### config.mk
export PLATFORM = sky130hd
export DESIGN_NAME = rx_err_status
export DESIGN_NICKNAME = d
export VERILOG_FILES = /design/src/rtl/rx_err_pkg.sv /design/src/rtl/rx_err_detect.sv /design/src/rtl/rx_err_flags.sv /design/src/rtl/rx_err_fsm.sv /design/src/rtl/rx_err_status.sv
export SDC_FILE = /design/constraint.sdc
export NUM_CORES = 1
export LEC_CHECK = 0
export ABC_CLOCK_PERIOD_IN_PS = 2000
export BUFFER_PORTS_ARGS = -buffer_cell sky130_fd_sc_hd__clkbuf_2
export CAP_MARGIN = 0
export CORE_AREA = 2 2 39 41
export DETAILED_ROUTE_END_ITERATION = 10
export DIE_AREA = 0 0 41 43
export PLACE_DENSITY_LB_ADDON = 0.15
export SLEW_MARGIN = 0
export SYNTH_ARGS = -nofsm -noshare
export SYNTH_HDL_FRONTEND = slang
export SYNTH_SLANG_ARGS = --single-unit
export TNS_END_PERCENT = 1
### constraint.sdc
create_clock -name clk -period 2 [get_ports clk]
set_clock_uncertainty 0.1 [all_clocks]
set_input_delay 0.3 -clock clk [delete_from_list [all_inputs] [get_ports clk]]
set_output_delay 0.3 -clock clk [all_outputs]
set_load 0.01 [all_outputs]
### src/rtl/rx_err_pkg.sv
package rx_err_pkg;
    typedef struct packed {
        logic crc;
        logic align;
        logic abort;
        logic ovr;
    } rxerr_t;

    typedef enum logic [1:0] {
        ST_OFF   = 2'd0,
        ST_ARMED = 2'd1,
        ST_DONE  = 2'd2,
        ST_FAULT = 2'd3
    } rxst_t;
endpackage

### src/rtl/rx_err_detect.sv
module rx_err_detect
    import rx_err_pkg::*;
#(
    parameter int CNT_W     = 16,
    parameter int BYTE_BITS = 8
) (
    input  logic             mode_csma,
    input  logic             eof_pulse,
    input  logic             crc_ok,
    input  logic [CNT_W-1:0] bit_count,
    input  logic             line_idle,
    input  logic             collision,
    input  logic             data_in_fifo,
    input  logic             push_req,
    input  logic             fifo_full,
    output rxerr_t           set_ev
);
    localparam logic [CNT_W-1:0] BYTE_W = CNT_W'(BYTE_BITS);

    logic misaligned;
    logic abort_cause;

    always_comb begin
        misaligned  = (bit_count % BYTE_W) != '0;
        abort_cause = mode_csma ? collision : line_idle;
        set_ev      = '0;
        if (eof_pulse) begin
            if (mode_csma) begin
                // CSMA/CD: alignment only reported under a CRC failure
                set_ev.crc   = !crc_ok && !misaligned;
                set_ev.align = !crc_ok &&  misaligned;
            end else begin
                set_ev.crc   = !crc_ok;
                set_ev.align = misaligned;
            end
        end
        set_ev.abort = data_in_fifo && abort_cause;
        set_ev.ovr   = push_req && fifo_full;
    end
endmodule

### src/rtl/rx_err_flags.sv
module rx_err_flags
    import rx_err_pkg::*;
(
    input  logic   clk,
    input  logic   rst_n,
    input  logic   clear,
    input  logic   capture,
    input  rxerr_t set_ev,
    output rxerr_t flags
);
    always_ff @(posedge clk or negedge rst_n) begin
        if (!rst_n) begin
            flags <= '0;
        end else if (clear) begin
            flags <= '0;
        end else if (capture) begin
            flags <= flags | set_ev;
        end
    end
endmodule

### src/rtl/rx_err_fsm.sv
module rx_err_fsm
    import rx_err_pkg::*;
(
    input  logic clk,
    input  logic rst_n,
    input  logic sw_set,
    input  logic any_err,
    input  logic eof,
    output logic enable,
    output logic done
);
    rxst_t state, state_nx;

    always_ff @(posedge clk or negedge rst_n) begin
        if (!rst_n) begin
            state <= ST_OFF;
        end else begin
            state <= state_nx;
        end
    end

    always_comb begin
        state_nx = state;
        if (sw_set) begin
            state_nx = ST_ARMED;
        end else begin
            unique case (state)
                ST_OFF:   state_nx = ST_OFF;
                ST_ARMED: begin
                    if (any_err)  state_nx = ST_FAULT;
                    else if (eof) state_nx = ST_DONE;
                end
                ST_DONE:  begin
                    if (any_err)  state_nx = ST_FAULT;
                end
                ST_FAULT: state_nx = ST_FAULT;
                default:  state_nx = ST_OFF;
            endcase
        end
    end

    always_comb begin
        enable = 1'b0;
        done   = 1'b0;
        unique case (state)
            ST_OFF:   ;
            ST_ARMED: enable = 1'b1;
            ST_DONE:  begin
                enable = 1'b1;
                done   = 1'b1;
            end
            ST_FAULT: ;
            default:  ;
        endcase
    end
endmodule

### src/rtl/rx_err_status.sv
module rx_err_status
    import rx_err_pkg::*;
#(
    parameter int CNT_W     = 16,
    parameter int BYTE_BITS = 8
) (
    input  logic             clk,
    input  logic             rst_n,
    input  logic             mode_csma,
    input  logic             eof_pulse,
    input  logic             crc_ok,
    input  logic [CNT_W-1:0] bit_count,
    input  logic             line_idle,
    input  logic             collision,
    input  logic             data_in_fifo,
    input  logic             push_req,
    input  logic             fifo_full,
    input  logic             sw_set_enable,
    output logic             flag_crc,
    output logic             flag_align,
    output logic             flag_abort,
    output logic             flag_ovr,
    output logic             err_irq,
    output logic             rx_enable,
    output logic             rx_done
);
    rxerr_t set_ev;
    rxerr_t flags;
    logic   any_err;

    rx_err_detect #(.CNT_W(CNT_W), .BYTE_BITS(BYTE_BITS)) u_detect (
        .mode_csma   (mode_csma),
        .eof_pulse   (eof_pulse),
        .crc_ok      (crc_ok),
        .bit_count   (bit_count),
        .line_idle   (line_idle),
        .collision   (collision),
        .data_in_fifo(data_in_fifo),
        .push_req    (push_req),
        .fifo_full   (fifo_full),
        .set_ev      (set_ev)
    );

    // Events only count while the receiver is enabled
    assign any_err = rx_enable && (set_ev != '0);

    rx_err_flags u_flags (
        .clk    (clk),
        .rst_n  (rst_n),
        .clear  (sw_set_enable),
        .capture(rx_enable),
        .set_ev (set_ev),
        .flags  (flags)
    );

    rx_err_fsm u_fsm (
        .clk    (clk),
        .rst_n  (rst_n),
        .sw_set (sw_set_enable),
        .any_err(any_err),
        .eof    (eof_pulse),
        .enable (rx_enable),
        .done   (rx_done)
    );

    assign flag_crc   = flags.crc;
    assign flag_align = flags.align;
    assign flag_abort = flags.abort;
    assign flag_ovr   = flags.ovr;
    assign err_irq    = flags != '0;
endmodule

==> results of run 1 <==
flip-flops by register name (all words and copies together) (netlist names):
register       cells
u_fsm.state        2
u_flags.flags      4
timing repair:
item / CTS / global route
resized for setup: 0 / 2
hold endpoints to repair: 6 / 0
buffers inserted: 0 / 0
hold buffers: 1 / 0
setup endpoints to repair: 0 / 2
report_power, final:
part           total, W  leakage, nW  internal (W)  switching [W]
logic          0.000430        0.218      0.000216       0.000214
registers      0.000185       0.0771      0.000159      0.0000257
clock network  0.000116       0.0138     0.0000681      0.0000474
stage by stage:
stage                     instance area [um2]  utilization [%]  hold WS, ns
final                                     574             41.5        0.202
after global placement                    523             37.8       0.0328
after floorplan                           380                -      -0.0956
after CTS                                 556             40.1        0.194
after global routing                      574             41.5        0.204
after detailed placement                  523             37.8       0.0321
worst max path at each step:
| stage | to | slack [ns] | cells after the start |
|---|---|---|---|
| after global routing | u_fsm.state[0] | 0.04 | 6 |
| final | u_fsm.state[0] | 0.12 | 5 |
| after detailed placement | u_fsm.state[1] | 0.07 | 6 |
| after global placement | u_fsm.state[0] | 0.05 | 5 |
| after CTS | u_fsm.state[1] | 0.07 | 6 |
| after floorplan | u_fsm.state[0] | 0.11 | 6 |
final cells by class:
type	count	area, um2
Fill cell	138	810
Sequential cell	6	150
Inverter	3	11.3
Tap cell	16	20.0
Timing Repair Buffer	24	133
Multi-Input combinational cell	32	238
Clock buffer	3	22.5
routing by layer:
layer	vias to the layer above	track usage, %	wire, um
met5	-	0	0
met4	0	4.00	8
met3	2	9.42	79
met2	12	18.4	439
met1	169	13.8	376
li1	200	-	-
cell families (layout without fill, tap and decap cells):
group	count (synthesis)	after routing
compound gates	7	7
fa+ha+maj	4	4
simple gates	19	19
mux	2	2
buf+inv	3	30
flops	6	6
cell usage in the layout (no fill, tap or decap):
cell type      count
nor4b_2            1
and3_1             1
clkbuf_4           3
inv_1              3
nor3_1             1
dfrtp_1            6
ha_4               1
or3_2              1
clkbuf_2          20
a221o_1            1
nand2_1            2
a21oi_1            3
a211oi_1           2
a2111o_1           1
nor4_2             1
mux2i_1            1
ha_1               3
dlygate4sd3_1      1
nor2_1            11
or4_1              1
buf_4              3
mux2_2             1
==> impl_metrics.env, run 1 <==
export IMPL_synth_enable_flop_cells=0
export IMPL_path_max_fanout=4
export IMPL_timing_max_slew_rel_slack_pct=76.1
export IMPL_r2r_cells=5
export IMPL_main_combinational_cell_family_by_area_after_synthesis="simple AND/OR/NAND/NOR gates"
export IMPL_timing_critical_path_cells="inv_1 > ha_4 > and3_1 > a2111o_1 > a221o_1"
export IMPL_layout_worst_path_cycle_share_pct=94.0
export IMPL_post_synth_xor_area_fraction_pct=0
export IMPL_start_util_pct=27.5
export IMPL_slew_violations=0
export IMPL_antenna_found_initial=0
export IMPL_first_global_vias=363
export IMPL_dpl_cell_count=80
export IMPL_die_width_um=41
export IMPL_max_freq_mhz=532
export IMPL_critical_path_max_stage_delay_ns=0.39
export IMPL_dp_worst_setup_slack_ns=0.0748
export IMPL_place_port_buffers=20
export IMPL_synthSimpleGateAreaFrac_pct=25.3
export IMPL_routed_wirelength_um=903
export IMPL_vdd_drop_max_v=0.000512
export IMPL_crit_reg2reg_launch="u_fsm.state[1]"
export IMPL_critPathLaunchType="flip-flop"
export IMPL_cts_made_buffers=3
export IMPL_fin_tns_setup_ns=0
export IMPL_path_class="flip-flop to flip-flop"
export IMPL_synth_fa_ha_area_share_pct=13.2
export IMPL_cts_tree="yes"
export IMPL_insertedDiodeCount=0
export IMPL_dr_pass1_iters=3
export IMPL_crit_buf_inv=1
export IMPL_clockRootBuffer="clkbuf_4"
export IMPL_finish_net_count=101
export IMPL_critPathCaptureType="flip-flop"
export IMPL_reg2reg_setup_slack_ns=0.12
export IMPL_ys_ff_latch=6
export IMPL_status="completed"
export IMPL_maximum_number_of_pins_on_one_net_before_global_route_repair=8
export IMPL_design_power_total_w=0.000730
export IMPL_leakage_nw=0.308
export IMPL_global_route_overflow_total=0
export IMPL_grt_pass1_wl_um=1400
export IMPL_setup_viol=0
export IMPL_path_clk_slew_ns=0.05
export IMPL_die_area_um2=1760
export IMPL_ys_flop_type="dfrtp_1"
export IMPL_yosys_top_cells_area="dfrtp_1, ha_1, nor2_1"
export IMPL_dpl_hpwl_um=725
export IMPL_ys_async_sr_fraction_pct=100
export IMPL_capturing_point_of_the_worst_reg2reg_path="u_fsm.state[0]"
export IMPL_wire_per_inst_um=10.8
export IMPL_synth_top_area_cell="dfrtp_1"
export IMPL_cts_max_path_buffers=2
export IMPL_yosysWarnings=0
export IMPL_synth_compound_area_share_pct=13.5
export IMPL_flow_area_growth_from_synthesis_pct=51.0
export IMPL_critical_path_slowest_cell="dfrtp_1"
export IMPL_fp_rows=14
export IMPL_worstHoldEndpoint="u_flags.flags[3]"
export IMPL_synthTopCellsByCount="nor2_1, dfrtp_1, ha_1"
export IMPL_routed_via_count=383
export IMPL_worst_skew_pair_late_latency_ns=0.25
export IMPL_boundaryPins=34
export IMPL_h_tree_depth=1
export IMPL_timing_worst_slew_pin_value_ns=0.357
export IMPL_synth_lib_cells_used_distinct=17
export IMPL_proportion_of_synthesized_area_in_mux_cells_pct=5.59
export IMPL_gpl_final_weighted_congestion=0.772
export IMPL_rsz_0062_raised_after_global_routing="no"
export IMPL_post_route_drc_count=0
export IMPL_setup_worst_path_start="u_fsm.state[1]"
export IMPL_power_per_cell_area_nw_per_um2=1270
export IMPL_syn_cell_area_um2=380
export IMPL_cp_required_ns=2.03
export IMPL_period_needed_ns=1.88
export IMPL_drt_iter0_drc=2
export IMPL_average_size_of_a_mapped_cell_um2=9.28
export IMPL_finalNonFillerCells=84
export IMPL_report_final_hold_viol_count=0
export IMPL_worstPathArrival_ns=1.91
export IMPL_timing_hold_worst_class="primary input to flip-flop"
export IMPL_worstHoldStart="sw_set_enable"
export IMPL_yosysMostFrequentCell="nor2_1"
export IMPL_critical_path_top_delay_family="compound AO/OA/AOI/OAI gates"
export IMPL_post_route_cells_drive_above_1_share_pct=45.6
export IMPL_synthesis_nets=72
export IMPL_synthCells=41
export IMPL_final_critical_path_setup_slack_ns=0.119
export IMPL_ys_seq_area_share_pct=39.5
export IMPL_max_cap_violations=0
export IMPL_avgViaCountPerCell=4.56
export IMPL_grt_total_usage_pct=12.6
export IMPL_synth_top_area_share_pct=39.5
export IMPL_antenna_left=0
export IMPL_placeableCoreArea_um2=1380
export IMPL_timing_hold_worst_path_depth=2
export IMPL_numClockSinks=6
export IMPL_floorplan_die_height_um=43
No activity file was read; power rests on OpenSTA's default activity.
==> run 2: changes to the inputs <==
--- a/config.mk
+++ b/config.mk
@@ -5,7 +5,7 @@
 export SDC_FILE = /design/constraint.sdc
 export NUM_CORES = 1
 export LEC_CHECK = 0
-export ABC_CLOCK_PERIOD_IN_PS = 2000
+export ABC_CLOCK_PERIOD_IN_PS = 2400
 export BUFFER_PORTS_ARGS = -buffer_cell sky130_fd_sc_hd__clkbuf_2
 export CAP_MARGIN = 0
 export CORE_AREA = 2 2 39 41
==> constraint.sdc (replaced) <==
create_clock -name clk -period 2.4 [get_ports clk]
set_clock_uncertainty 0.1 [all_clocks]
set_input_delay 0.36 -clock clk [delete_from_list [all_inputs] [get_ports clk]]
set_output_delay 0.36 -clock clk [all_outputs]
set_load 0.01 [all_outputs]
==> run 2 against run 1 <==
  * Routed wire length fell by 6.5%
  * Non-clock buffer count fell by 3
  * Count of clock-buffer cells in the layout did not move
  * Sequential cell count did not move
  * Utilization fell by 3.0 points
  * Clock power fell by 21%
  * Sequential share of layout area rose by 2.0 points
  * Hold slack improved by 0.076 ns
  * Die area did not move
  * Final area fell by 7.2%
  * Global-route usage fell by 1.3 points
  * Setup slack improved by 0.28 ns
==> impl_metrics.env, run 2 (same netlist as run 1, synthesis figures left out) <==
export IMPL_h_tree_depth=1
export IMPL_worst_skew_pair_late_latency_ns=0.24
export IMPL_dpl_hpwl_um=713
export IMPL_number_of_setup_buffers_added_after_cts=0
export IMPL_critical_path_endpoint="u_fsm.state[1]"
export IMPL_setup_viol=0
export IMPL_power_share_switching_pct=40.2
export IMPL_maximum_number_of_pins_on_one_net_before_global_route_repair=8
export IMPL_path_max_fanout=4
export IMPL_drt_iter0_drc=2
export IMPL_clockRootBuffer="clkbuf_4"
export IMPL_cts_tree="yes"
export IMPL_status="completed"
export IMPL_critical_path_slowest_cell="dfrtp_1"
export IMPL_die_area_um2=1760
export IMPL_timing_critical_path_cells="inv_1 > ha_1 > nand2_1 > a211oi_1 > nor4_1 > mux2_2"
export IMPL_wire_per_inst_um=10.4
export IMPL_cts_made_buffers=3
export IMPL_r2r_cells=6
export IMPL_post_route_cells_drive_above_1_share_pct=40.0
export IMPL_fin_tns_setup_ns=0
export IMPL_design_power_total_w=0.000541
export IMPL_flow_area_growth_from_synthesis_pct=40.1
export IMPL_routed_via_count=379
export IMPL_slew_violations=0
export IMPL_global_route_overflow_total=0
export IMPL_layout_worst_path_cycle_share_pct=83.2
export IMPL_gpl_final_weighted_congestion=0.760
export IMPL_clockPowerShare_pct=16.9
export IMPL_rsz_0062_raised_after_global_routing="no"
export IMPL_reg2reg_setup_slack_ns=0.40
export IMPL_grt_pass1_wl_um=1320
export IMPL_leakage_nw=0.293
export IMPL_capturing_point_of_the_worst_reg2reg_path="u_fsm.state[1]"
export IMPL_hold_worst_slack_ns=0.277
export IMPL_grt_total_usage_pct=11.3
export IMPL_place_port_buffers=20
export IMPL_numClockSinks=6
export IMPL_cts_hold_repair_buffers=1
export IMPL_finalNonFillerCells=81
export IMPL_timing_max_slew_rel_slack_pct=71.6
export IMPL_dr_pass1_iters=3
export IMPL_finish_net_count=98
export IMPL_boundaryPins=34
export IMPL_final_cell_mix="clkbuf_2, nor2_1, dfrtp_1"
export IMPL_floorplan_die_height_um=43
export IMPL_placeableCoreArea_um2=1380
export IMPL_max_freq_mhz=501
export IMPL_antenna_found_initial=0
export IMPL_seq_power_share_pct=29.5
export IMPL_period_needed_ns=2.00
export IMPL_timing_worst_slew_pin_value_ns=0.422
export IMPL_postCtsResizedCells=0
export IMPL_setup_worst_path_start="u_fsm.state[0]"
export IMPL_dpl_cell_count=77
export IMPL_power_per_cell_area_nw_per_um2=1020
export IMPL_most_frequent_standard_cell_in_the_layout_excluding_fill_and_tap_cells="clkbuf_2"
export IMPL_cp_required_ns=2.42
export IMPL_critPathCaptureType="flip-flop"
export IMPL_pwr_share_comb_pct=53.6
export IMPL_power_report_internal_total_w=0.000324
export IMPL_critical_path_max_stage_delay_ns=0.39
export IMPL_start_util_pct=27.5
export IMPL_timing_hold_worst_class="primary input to flip-flop"
export IMPL_largestRegisters="u_flags.flags: 4 flops, u_fsm.state: 2 flops"
export IMPL_worstPathArrival_ns=2.02
export IMPL_crit_reg2reg_launch="u_fsm.state[0]"
export IMPL_avgViaCountPerCell=4.68
export IMPL_largest_reg_flops=4
export IMPL_cts_max_path_buffers=2
export IMPL_path_clk_slew_ns=0.05
export IMPL_registers_top_by_ff_count="u_flags.flags"
export IMPL_report_final_hold_viol_count=0
export IMPL_insertedDiodeCount=0
export IMPL_net_switching_w=0.000217
export IMPL_fp_rows=14
export IMPL_post_route_drc_count=0
export IMPL_fill_cells=161
export IMPL_first_global_vias=328
export IMPL_vdd_drop_max_v=0.000349
export IMPL_path_class="flip-flop to flip-flop"
export IMPL_die_width_um=41
export IMPL_antenna_left=0
export IMPL_max_cap_violations=0
export IMPL_routed_wirelength_um=844
export IMPL_critPathLaunchType="flip-flop"
[run 2: cell count changes in the layout (fill, tap and decap cells not counted)]
cell    before  now
nor4_2       1    0
nor4_1       0    1
ha_1         3    4
ha_4         1    0
buf_4        3    0
[run 2: per-stage QoR]
step	instance area, um2	setup WS (ns)	utilization [%]
after floorplan	380	0.507	-
after global placement	500	0.420	36.2
after detailed placement	500	0.415	36.2
after CTS	533	0.411	38.5
after global routing	533	0.284	38.5
final	533	0.404	38.5
[run 2: cell type report]
type	instances	area, um2	share of cell area (%)
clock buffers	3	22.5	4.23
repair buffers	21	110	20.7
flip-flops and latches	6	150	28.2
well taps	16	20.0	3.76
inverters	3	11.3	2.11
multi-input cells	32	219	41.1
[run 2: how the worst min path moves through the flow]
stage	startpoint	to	slack [ns]	cells past startpoint
floorplan	rst_n	u_flags.flags[0]	-0.04	0
global placement	rst_n	u_flags.flags[0]	0.09	1
detailed placement	rst_n	u_flags.flags[1]	0.09	1
CTS	sw_set_enable	u_flags.flags[2]	0.27	2
global route	sw_set_enable	u_flags.flags[0]	0.29	2
finish	sw_set_enable	u_flags.flags[1]	0.28	2
[run 2: power groups by stage]
stage               clock (W)  sequential, W  combinational (W)
floorplan                   0       0.000162           0.000195
global placement            0       0.000161           0.000292
detailed placement          0       0.000162           0.000291
CTS                 0.0000956       0.000160           0.000293
global route         0.000105       0.000162           0.000335
finish              0.0000912       0.000160           0.000290
[run 2: critical path: cells and delay by family, from the launching register on]
family / cells / cell delay, ns
and+or+nand+nor: 2 / 0.51
DFF: 1 / 0.39
muxes: 1 / 0.38
adders and majority gates: 1 / 0.34
buffers and inverters: 1 / 0.08
AOI/OAI and AO/OA: 1 / 0.07
[run 2: routing by layer]
metal	track usage, %	routed length [um]	vias to the layer above
li1	-	-	196
met1	14.1	379	172
met2	15.9	411	11
met3	7.85	53	0
met4	2.00	0	0
met5	0	0	-
